--- config.mk ---
export PLATFORM = sky130hd
export DESIGN_NAME = spk_pack
export DESIGN_NICKNAME = d
export VERILOG_FILES = /design/src/rtl/spk_pkg.sv /design/src/rtl/spk_denorm.sv /design/src/rtl/spk_round.sv /design/src/rtl/spk_stat.sv /design/src/rtl/spk_pack.sv
export SDC_FILE = /design/constraint.sdc
export NUM_CORES = 1
export LEC_CHECK = 0
export BUFFER_PORTS_ARGS = -buffer_cell sky130_fd_sc_hd__buf_2
export CAP_MARGIN = 20
export CORE_MARGIN = 2
export CORE_UTILIZATION = 54
export CTS_CLUSTER_DIAMETER = 80
export CTS_CLUSTER_SIZE = 20
export DETAILED_ROUTE_END_ITERATION = 16
export PLACE_DENSITY_LB_ADDON = 0.2
export SETUP_SLACK_MARGIN = 0.2
export SLEW_MARGIN = 20
export SYNTH_ARGS = -nofsm -noshare
export SYNTH_HDL_FRONTEND = slang
export SYNTH_SLANG_ARGS = --single-unit
--- constraint.sdc ---
create_clock -name clk_i -period 18.2 [get_ports clk_i]
set_input_delay 0.91 -clock clk_i [delete_from_list [all_inputs] [get_ports clk_i]]
set_output_delay 0.91 -clock clk_i [all_outputs]
set_load 0.03 [all_outputs]
--- src/rtl/spk_pkg.sv ---
package spk_pkg;
  localparam int FRAC_W  = 23;
  localparam int SIG_W   = FRAC_W + 1;
  localparam int LEAD    = 28;
  localparam int MW      = LEAD + 1;
  localparam int LSB_POS = LEAD - FRAC_W;
  localparam int EBITS   = 8;
  localparam int BIAS    = 127;
  localparam int EMAX    = 255;
  localparam int STAT_W  = 10;
  localparam int SH_W    = 6;

  typedef enum logic [1:0] {CL_ZERO = 2'd0, CL_NUM = 2'd1, CL_INF = 2'd2, CL_NAN = 2'd3} cls_e;
  typedef enum logic [1:0] {RM_NEAR = 2'd0, RM_ZERO = 2'd1, RM_POS = 2'd2, RM_NEG = 2'd3} rm_e;

  // class code bit positions
  localparam int K_C  = 4;
  localparam int K_LT = 3;
  localparam int K_GT = 2;
  localparam int K_EQ = 1;
  localparam int K_UN = 0;
endpackage

--- src/rtl/spk_denorm.sv ---
module spk_denorm #(
  parameter int W    = 29,
  parameter int SH_W = 6
) (
  input  logic [W-1:0]    m_i,
  input  logic [SH_W-1:0] sh_i,
  output logic [W-1:0]    m_o,
  output logic            lost_o
);
  logic [W-1:0] mask;

  always_comb begin
    mask = '0;
    if (int'(sh_i) >= W) begin
      m_o    = '0;
      lost_o = |m_i;
    end else begin
      mask   = ~({W{1'b1}} << sh_i);
      m_o    = m_i >> sh_i;
      lost_o = |(m_i & mask);
    end
  end
endmodule

--- src/rtl/spk_round.sv ---
module spk_round
  import spk_pkg::*;
#(
  parameter int SW = 24
) (
  input  logic [SW-1:0] sig_i,
  input  logic          g_i,
  input  logic          r_i,
  input  logic          s_i,
  input  logic [1:0]    rm_i,
  input  logic          sign_i,
  output logic [SW:0]   res_o,
  output logic          inexact_o,
  output logic          up_o
);
  logic inc;

  always_comb begin
    inexact_o = g_i | r_i | s_i;
    inc = 1'b0;
    if (inexact_o) begin
      unique case (rm_e'(rm_i))
        RM_NEAR: inc = g_i & (r_i | s_i | sig_i[0]);
        RM_ZERO: inc = 1'b0;
        RM_POS:  inc = ~sign_i;
        RM_NEG:  inc = sign_i;
        default: inc = 1'b0;
      endcase
    end
    up_o  = inc;
    res_o = {1'b0, sig_i} + {{SW{1'b0}}, inc};
  end
endmodule

--- src/rtl/spk_stat.sv ---
module spk_stat
  import spk_pkg::*;
(
  input  logic              clk_i,
  input  logic              rst_ni,
  input  logic              commit_i,
  input  logic [4:0]        cls_i,
  input  logic              inexact_i,
  input  logic              rnd_up_i,
  input  logic              ovf_i,
  input  logic              unf_i,
  output logic [STAT_W-1:0] stat_o
);
  always_ff @(posedge clk_i or negedge rst_ni) begin
    if (!rst_ni) begin
      stat_o <= '0;
    end else if (commit_i) begin
      stat_o[6:0] <= {inexact_i, rnd_up_i, cls_i};
      stat_o[7]   <= stat_o[7] | ovf_i;
      stat_o[8]   <= stat_o[8] | unf_i;
      stat_o[9]   <= stat_o[9] | inexact_i;
    end
  end
endmodule

--- src/rtl/spk_pack.sv ---
module spk_pack
  import spk_pkg::*;
#(
  parameter int EXP_W = 10
) (
  input  logic              clk_i,
  input  logic              rst_ni,
  input  logic              valid_i,
  input  logic              no_upd_i,
  input  logic              sign_i,
  input  logic [1:0]        cls_i,
  input  logic [EXP_W-1:0]  exp_i,
  input  logic [31:0]       mant_i,
  input  logic              sticky_i,
  input  logic [1:0]        rm_i,
  output logic [31:0]       res_o,
  output logic [4:0]        cls_o,
  output logic              inexact_o,
  output logic              rnd_up_o,
  output logic              ovf_o,
  output logic              unf_o,
  output logic [STAT_W-1:0] stat_o
);
  localparam int BE_W = EXP_W + 2;
  localparam logic signed [BE_W-1:0] BE_BIAS  = BE_W'(BIAS);
  localparam logic signed [BE_W-1:0] BE_TOP   = BE_W'(EMAX);
  localparam logic signed [BE_W-1:0] BE_ONE   = BE_W'(1);
  localparam logic signed [BE_W-1:0] BE_CLAMP = -BE_W'(MW);
  localparam logic [EBITS-1:0]  E_ALL1   = '1;
  localparam logic [EBITS-1:0]  E_MAXF   = E_ALL1 - 1'b1;
  localparam logic [FRAC_W-1:0] Q_BIT    = 1 << (FRAC_W - 1);

  logic signed [BE_W-1:0] be, fbe;
  logic                   sub;
  logic [SH_W-1:0]        sh;
  logic [MW-1:0]          md;
  logic                   lost;
  logic [SIG_W:0]         rs;
  logic                   r_inx, r_up, s_all, to_inf;
  logic [4:0]             side;
  logic                   unused_hi;

  assign unused_hi = ^mant_i[31:MW];

  // biased exponent and denormalizing shift
  always_comb begin
    be  = $signed({{2{exp_i[EXP_W-1]}}, exp_i}) + BE_BIAS;
    sub = (be <= 0);
    if (!sub)                sh = '0;
    else if (be < BE_CLAMP)  sh = SH_W'(MW);
    else                     sh = SH_W'(BE_ONE - be);
  end

  spk_denorm #(.W(MW), .SH_W(SH_W)) u_dn (
    .m_i   (mant_i[MW-1:0]),
    .sh_i  (sh),
    .m_o   (md),
    .lost_o(lost)
  );

  assign s_all = (|md[LSB_POS-3:0]) | lost | sticky_i;

  spk_round #(.SW(SIG_W)) u_rnd (
    .sig_i    (md[LEAD:LSB_POS]),
    .g_i      (md[LSB_POS-1]),
    .r_i      (md[LSB_POS-2]),
    .s_i      (s_all),
    .rm_i     (rm_i),
    .sign_i   (sign_i),
    .res_o    (rs),
    .inexact_o(r_inx),
    .up_o     (r_up)
  );

  always_comb begin
    fbe    = be + {{(BE_W-1){1'b0}}, rs[SIG_W]};
    to_inf = (rm_e'(rm_i) == RM_NEAR) ||
             (rm_e'(rm_i) == RM_POS && !sign_i) ||
             (rm_e'(rm_i) == RM_NEG &&  sign_i);
    side   = '0;
    side[K_LT] = sign_i;
    side[K_GT] = ~sign_i;
  end

  // result assembly
  always_comb begin
    res_o     = {sign_i, 31'b0};
    cls_o     = '0;
    inexact_o = 1'b0;
    rnd_up_o  = 1'b0;
    ovf_o     = 1'b0;
    unf_o     = 1'b0;
    unique case (cls_e'(cls_i))
      CL_ZERO: begin
        cls_o[K_EQ] = 1'b1;
        cls_o[K_C]  = sign_i;
      end
      CL_INF: begin
        res_o       = {sign_i, E_ALL1, {FRAC_W{1'b0}}};
        cls_o       = side;
        cls_o[K_UN] = 1'b1;
      end
      CL_NAN: begin
        res_o       = {sign_i, E_ALL1, mant_i[LEAD-1:LSB_POS] | Q_BIT};
        cls_o[K_C]  = 1'b1;
        cls_o[K_UN] = 1'b1;
      end
      default: begin
        inexact_o = r_inx;
        rnd_up_o  = r_up;
        if (sub) begin
          if (rs[SIG_W-1]) begin
            // rounded into the leading-one position
            res_o = {sign_i, EBITS'(1), {FRAC_W{1'b0}}};
            cls_o = side;
          end else begin
            unf_o = r_inx;
            if (r_inx && rs[FRAC_W-1:0] == '0) begin
              cls_o[K_EQ] = 1'b1;
            end else begin
              res_o      = {sign_i, {EBITS{1'b0}}, rs[FRAC_W-1:0]};
              cls_o      = side;
              cls_o[K_C] = 1'b1;
            end
          end
        end else if (fbe >= BE_TOP) begin
          ovf_o     = 1'b1;
          inexact_o = 1'b1;
          cls_o     = side;
          if (to_inf) begin
            res_o       = {sign_i, E_ALL1, {FRAC_W{1'b0}}};
            cls_o[K_UN] = 1'b1;
          end else begin
            res_o = {sign_i, E_MAXF, {FRAC_W{1'b1}}};
          end
        end else begin
          // on a carry to 2.0 rs[FRAC_W-1:0] is already zero
          res_o = {sign_i, fbe[EBITS-1:0], rs[FRAC_W-1:0]};
          cls_o = side;
        end
      end
    endcase
  end

  spk_stat u_st (
    .clk_i    (clk_i),
    .rst_ni   (rst_ni),
    .commit_i (valid_i & ~no_upd_i),
    .cls_i    (cls_o),
    .inexact_i(inexact_o),
    .rnd_up_i (rnd_up_o),
    .ovf_i    (ovf_o),
    .unf_i    (unf_o),
    .stat_o   (stat_o)
  );
endmodule

* Word-level counts from Yosys, hierarchy flattened
Index checks and enable logic that the tools add are counted.
Operators by class: bitwise operators 15, add/subtract/negate cells 4, equal/unequal tests 5, magnitude comparators 4, reductions and logical operators 15, shift operators 2, muxes and demuxes 32
Operators with widths (number):
- $pmux 31 s3 | 1
- $mux 31 | 2
- $reduce_or 29->1 | 2
- $mux 24 | 2
- $and 29x29->29 | 1
- $mux 29 | 1
- $not 29->29 | 1
- $shl 29x6->29 const A | 1
- $shr 29x6->29 | 1
- $add 24x1->25 | 1
- $logic_not 23->1 | 1
- $mux 23 | 1
- $mux 1 | 15
- $add 11x2->12 | 1
- $ge 12x9->1 const B | 1
- $mux 6 | 2
- $add 10x8->11 const B | 1
- $le 11x1->1 const B | 1
- $lt 11x6->1 const B | 1
- $mux 5 | 2
- $or 1x1->1 | 9
- $eq 2x2->1 const B | 4
- $ge 6x5->1 const B | 1
- $reduce_or 3->1 | 2
- 14 further kinds | 22
Word-level totals: bits of input ports 52, word-level logic and storage cells 78, register bits after elaboration 10, output and inout port bits 51

* Longest topological paths before layout
depth in word-level cells 23, gate-level depth with buffers 43, gate-level depth less buffers 39

* By module
Synthesis repeated with hierarchy kept, for this count alone.
Second synthesis, totals: cells, all modules 641, area, all modules 4810.9 um^2
Modules (own cells, without submodules):
- spk_denorm | times used 1, seq. area each 0.0 um^2, area each 1986.9 um^2, cells each 270
- spk_pack | times used 1, seq. area each 0.0 um^2, area each 1896.8 um^2, cells each 277
- spk_round | times used 1, seq. area each 0.0 um^2, area each 534.3 um^2, cells each 73
- spk_stat | times used 1, seq. area each 250.2 um^2, area each 392.9 um^2, cells each 21

* Least setup slack after synthesis
Ideal clock, no wire load.
kind input-to-output, start point in exp_i[0], end point out res_o[0], path buffers 2, cell stages on the path 40, slack 8.028 ns, arrival time 9.262 ns, data required time 17.290 ns, cells stage by stage clkbuf_1 > inv_1 > ha_1 > clkbuf_1 > xor2_1 > inv_1 > ha_1 > and3_1 > a2111oi_0 > nor4_4 > and3_1 > o21ai_0 > a221o_1 > nor4_1 > o2111ai_1 > o31a_1 > or2_2 > o21ai_0 > [4 not listed] > nor2_1 > and2_1 > nand4_1 > nor3_1 > ha_1 > ha_1 > nand2_1 > nor3_1 > a21oi_1 > a21oi_1 > xnor2_1 > nor4_1 > o32ai_1 > inv_1 > a21oi_1 > a21oi_1 > nand2b_1 > o31ai_1
On the way: longest elaborated chain between the ends 23, elaborated cells between the ends (all ways) 34, classes of those cells add/sub (4); order compare (4); shift (2); mux (11); bitwise (9); reduce/logical (4)
Ends and longest elaborated chain:
- start, declared | RTL line spk_pack.sv:12 | input logic [EXP_W-1:0] exp_i,
- $add 10x8->11 * | RTL line spk_pack.sv:47 | be = $signed({{2{exp_i[EXP_W-1]}}, exp_i}) + BE_BIAS;
- branches (longest 20 deep; another with $lt 11x6->1)
- $mux 31 * | RTL line spk_pack.sv:111 | if (sub) begin
- $pmux 31 s3 * | RTL line spk_pack.sv:93 | unique case (cls_e'(cls_i))
- end, declared | RTL line spk_pack.sv:16 | output logic [31:0] res_o,
Every way passes the cells marked *.

* Final worst setup path
start point in exp_i[0], end point out res_o[9]
Same word-level chain as after synthesis.

==> flow_summary.json <==
{
  "nNetsFinal": 978,
  "drive_gt1_share_pct": 20.0,
  "netlist_area_um2": 5860,
  "areaGrowthSynthToFinish_pct": 8.37,
  "overflow": 0,
  "pwr-share-comb_pct": 83.8,
  "dieHeight_um": 108,
  "peakVddDrop_uv": 52.9,
  "synthArstFlopShare_pct": 100,
  "powerDensity_nw_per_um2": 48.3,
  "grt_pass1_wl_mm": 39.7,
  "via_per_inst": 7.55,
  "post_drt_wl_per_cell_um": 24.4,
  "rrSetupSlack_ps": 17390,
  "synth_edf_count": 0,
  "ys_types": 105,
  "rsz0062_at_grt": "false",
  "cts_root_buf": "clkbuf_8",
  "start_kind": "input pin",
  "syn-num-nets": 928,
  "clk_path_buf_depth": 2,
  "ctsHoldBuffers": 0,
  "drtIter0Drc": 1424,
  "worst_pin_slew_ps": 1090,
  "synth_top_cell_by_area": "nand2_1",
  "place_ws_ps": 5810,
  "numCtsBuffers": 3,
  "dp_hpwl_mm": 18.6,
  "yosysTopAreaCellShare_pct": 5.64,
  "rows": 38,
  "path_buf_inv": 5,
  "clock_sinks": 10,
  "post_cts_resized": 0,
  "required_ps": 17290,
  "final_hold_viol_count": 0,
  "skew_ps": 0,
  "tns_ps": 0,
  "cts_tree": "done",
  "die_w_um": 108,
  "first_pass_iters": 7,
  "portBuffers": 99,
  "final_common_cell": "buf_2",
  "grt_max_degree": 47,
  "seq_area_frac_synth_pct": 4.27,
  "worstSetupEndpointType": "primary output",
  "cpMostUsedCell": "ha_1",
  "post_cts_buffers": 0,
  "status": "complete, no violations",
  "cp_max_fo": 18,
  "netlist_instances": 867,
  "pwr-share-seq_pct": 8.8,
  "max-slew-margin-rel_pct": 27.0,
  "critPathSlowestCell": "o311ai_0",
  "worstSetupPathType": "in -> out",
  "core_area_um2": 10700,
  "finalWirelength_mm": 25.7,
  "largest-register": "u_st.stat_o",
  "final-setup-viol-count": 0,
  "place.gp.congestion": 1.05,
  "timing.final.ws_setup_ps": 5330,
  "p_sw_share_pct": 60.2,
  "antenna_found_initial": 0,
  "max_freq_mhz": 77.7,
  "dieArea_um2": 11700,
  "cpPeakStageDelay_ps": 740,
  "max_cap_violations": 0,
  "vias": 7967,
  "clock_latency_ps": 230,
  "layout_common_cells": "99 x buf_2, 88 x nand2_1, 55 x nor2_1, 55 x a21oi_1",
  "path_delay_family": "compound AO/OA/AOI/OAI gates",
  "drc": 0,
  "io_pins": 103,
  "p_int_uw": 122,
  "largest_register_ff_count": 10,
  "period_minus_slack_ps": 12870,
  "synth_area_per_cell_um2": 6.76,
  "synth_seq_cells": 10,
  "grt_pass1_vias": 7158,
  "whs_ps": 461,
  "top_regs": "u_st.stat_o: 10 flops",
  "antenna_cells": 0,
  "htree_num_levels": 1,
  "synthTopCellsByArea": "nand2_1 5.6%, a21oi_1 4.7%, dfrtp_1 4.3%",
  "p_clk_share_pct": 7.4,
  "post-route-util_pct": 59.3,
  "start_util_pct": 54.7,
  "cp_data_arrival_time_ps": 11960,
  "synthFlopType": "dfrtp_1",
  "slew_viol_final": 0,
  "grt_use_total_pct": 42.8,
  "switching_power_uw": 185,
  "power.leakage_nw": 2.53,
  "fin_crit_sh_pct": 70.7,
  "clk_pin_slew_worst_paths_ps": 40,
  "ant_nets": 0,
  "yosysWarningCount": 0,
  "hold_path.class": "reg -> reg"
}
-- logic make-up after synthesis --
group	after synthesis	synth area share (%)
mux	19	3.40
fa+ha+maj	9	1.92
flops	10	4.27
xor+xnor	36	5.38
buf+inv	89	7.20
simple gates	378	35.4
compound gates	326	42.4
-- worst paths after layout --
kind,start,end,cells after the start
max reg2reg,u_st.stat_o[3],u_st.stat_o[3],2
min reg2reg,u_st.stat_o[7],u_st.stat_o[7],1
min,u_st.stat_o[7],u_st.stat_o[7],1
max,exp_i[0],res_o[9],39
min in group asynchronous,rst_ni,u_st.stat_o[2],1
max in group asynchronous,rst_ni,u_st.stat_o[6],1
-- cell type report --
| cell class | count | area [um2] |
|---|---|---|
| clock buffers | 3 | 41.3 |
| well taps | 140 | 175 |
| multi-input cells | 768 | 5190 |
| repair buffers | 116 | 623 |
| flip-flops and latches | 10 | 250 |
| fillers | 1093 | 4350 |
| inverters | 18 | 67.6 |
-- per-layer routing --
| metal | global-route usage (%) | vias up | wire, um |
|---|---|---|---|
| li1 | - | 3526 | - |
| met1 | 57.0 | 3621 | 9950 |
| met2 | 62.6 | 665 | 10500 |
| met3 | 11.2 | 155 | 3510 |
| met4 | 23.4 | 0 | 1730 |
| met5 | 0 | - | 0 |
-- cells in the mapped netlist, drive strengths merged (6+ instances only) --
cell type  count
a211o          8
a211oi        15
a21boi         8
a21o           7
a21oi         56
a221o         17
a22o          11
a22oi          7
a2bb2oi        6
a31oi         20
and2          15
and3          17
buf           32
clkbuf        39
dfrtp         10
ha             9
inv           18
mux2           7
mux2i         12
nand2         88
nand2b        10
nand3         49
nand4         38
nor2          57
nor2b          7
nor3          32
nor4          22
o2111ai       10
o211ai        20
o21ai         49
o221ai         9
o22ai         11
o31ai         20
or2           10
or3           11
xnor2         23
xor2          13
-- per-stage QoR --
step | cell area [um2] | cells | total power [mW]
after floorplan | 5860 | 867 | 0.205
after global placement | 6310 | 1052 | 0.272
after detailed placement | 6310 | 1052 | 0.272
after CTS | 6350 | 1055 | 0.295
after global routing | 6350 | 1055 | 0.323
final | 6350 | 1055 | 0.307
-- power by group through the flow --
stage               sequential [mW]  clock [mW]  combinational [mW]
CTS                          0.0271      0.0228               0.246
global route                 0.0275      0.0237               0.272
detailed placement           0.0272           0               0.244
finish                       0.0271      0.0226               0.257
global placement             0.0273           0               0.245
floorplan                    0.0337           0               0.171
Power figures use the tool's default switching activity.
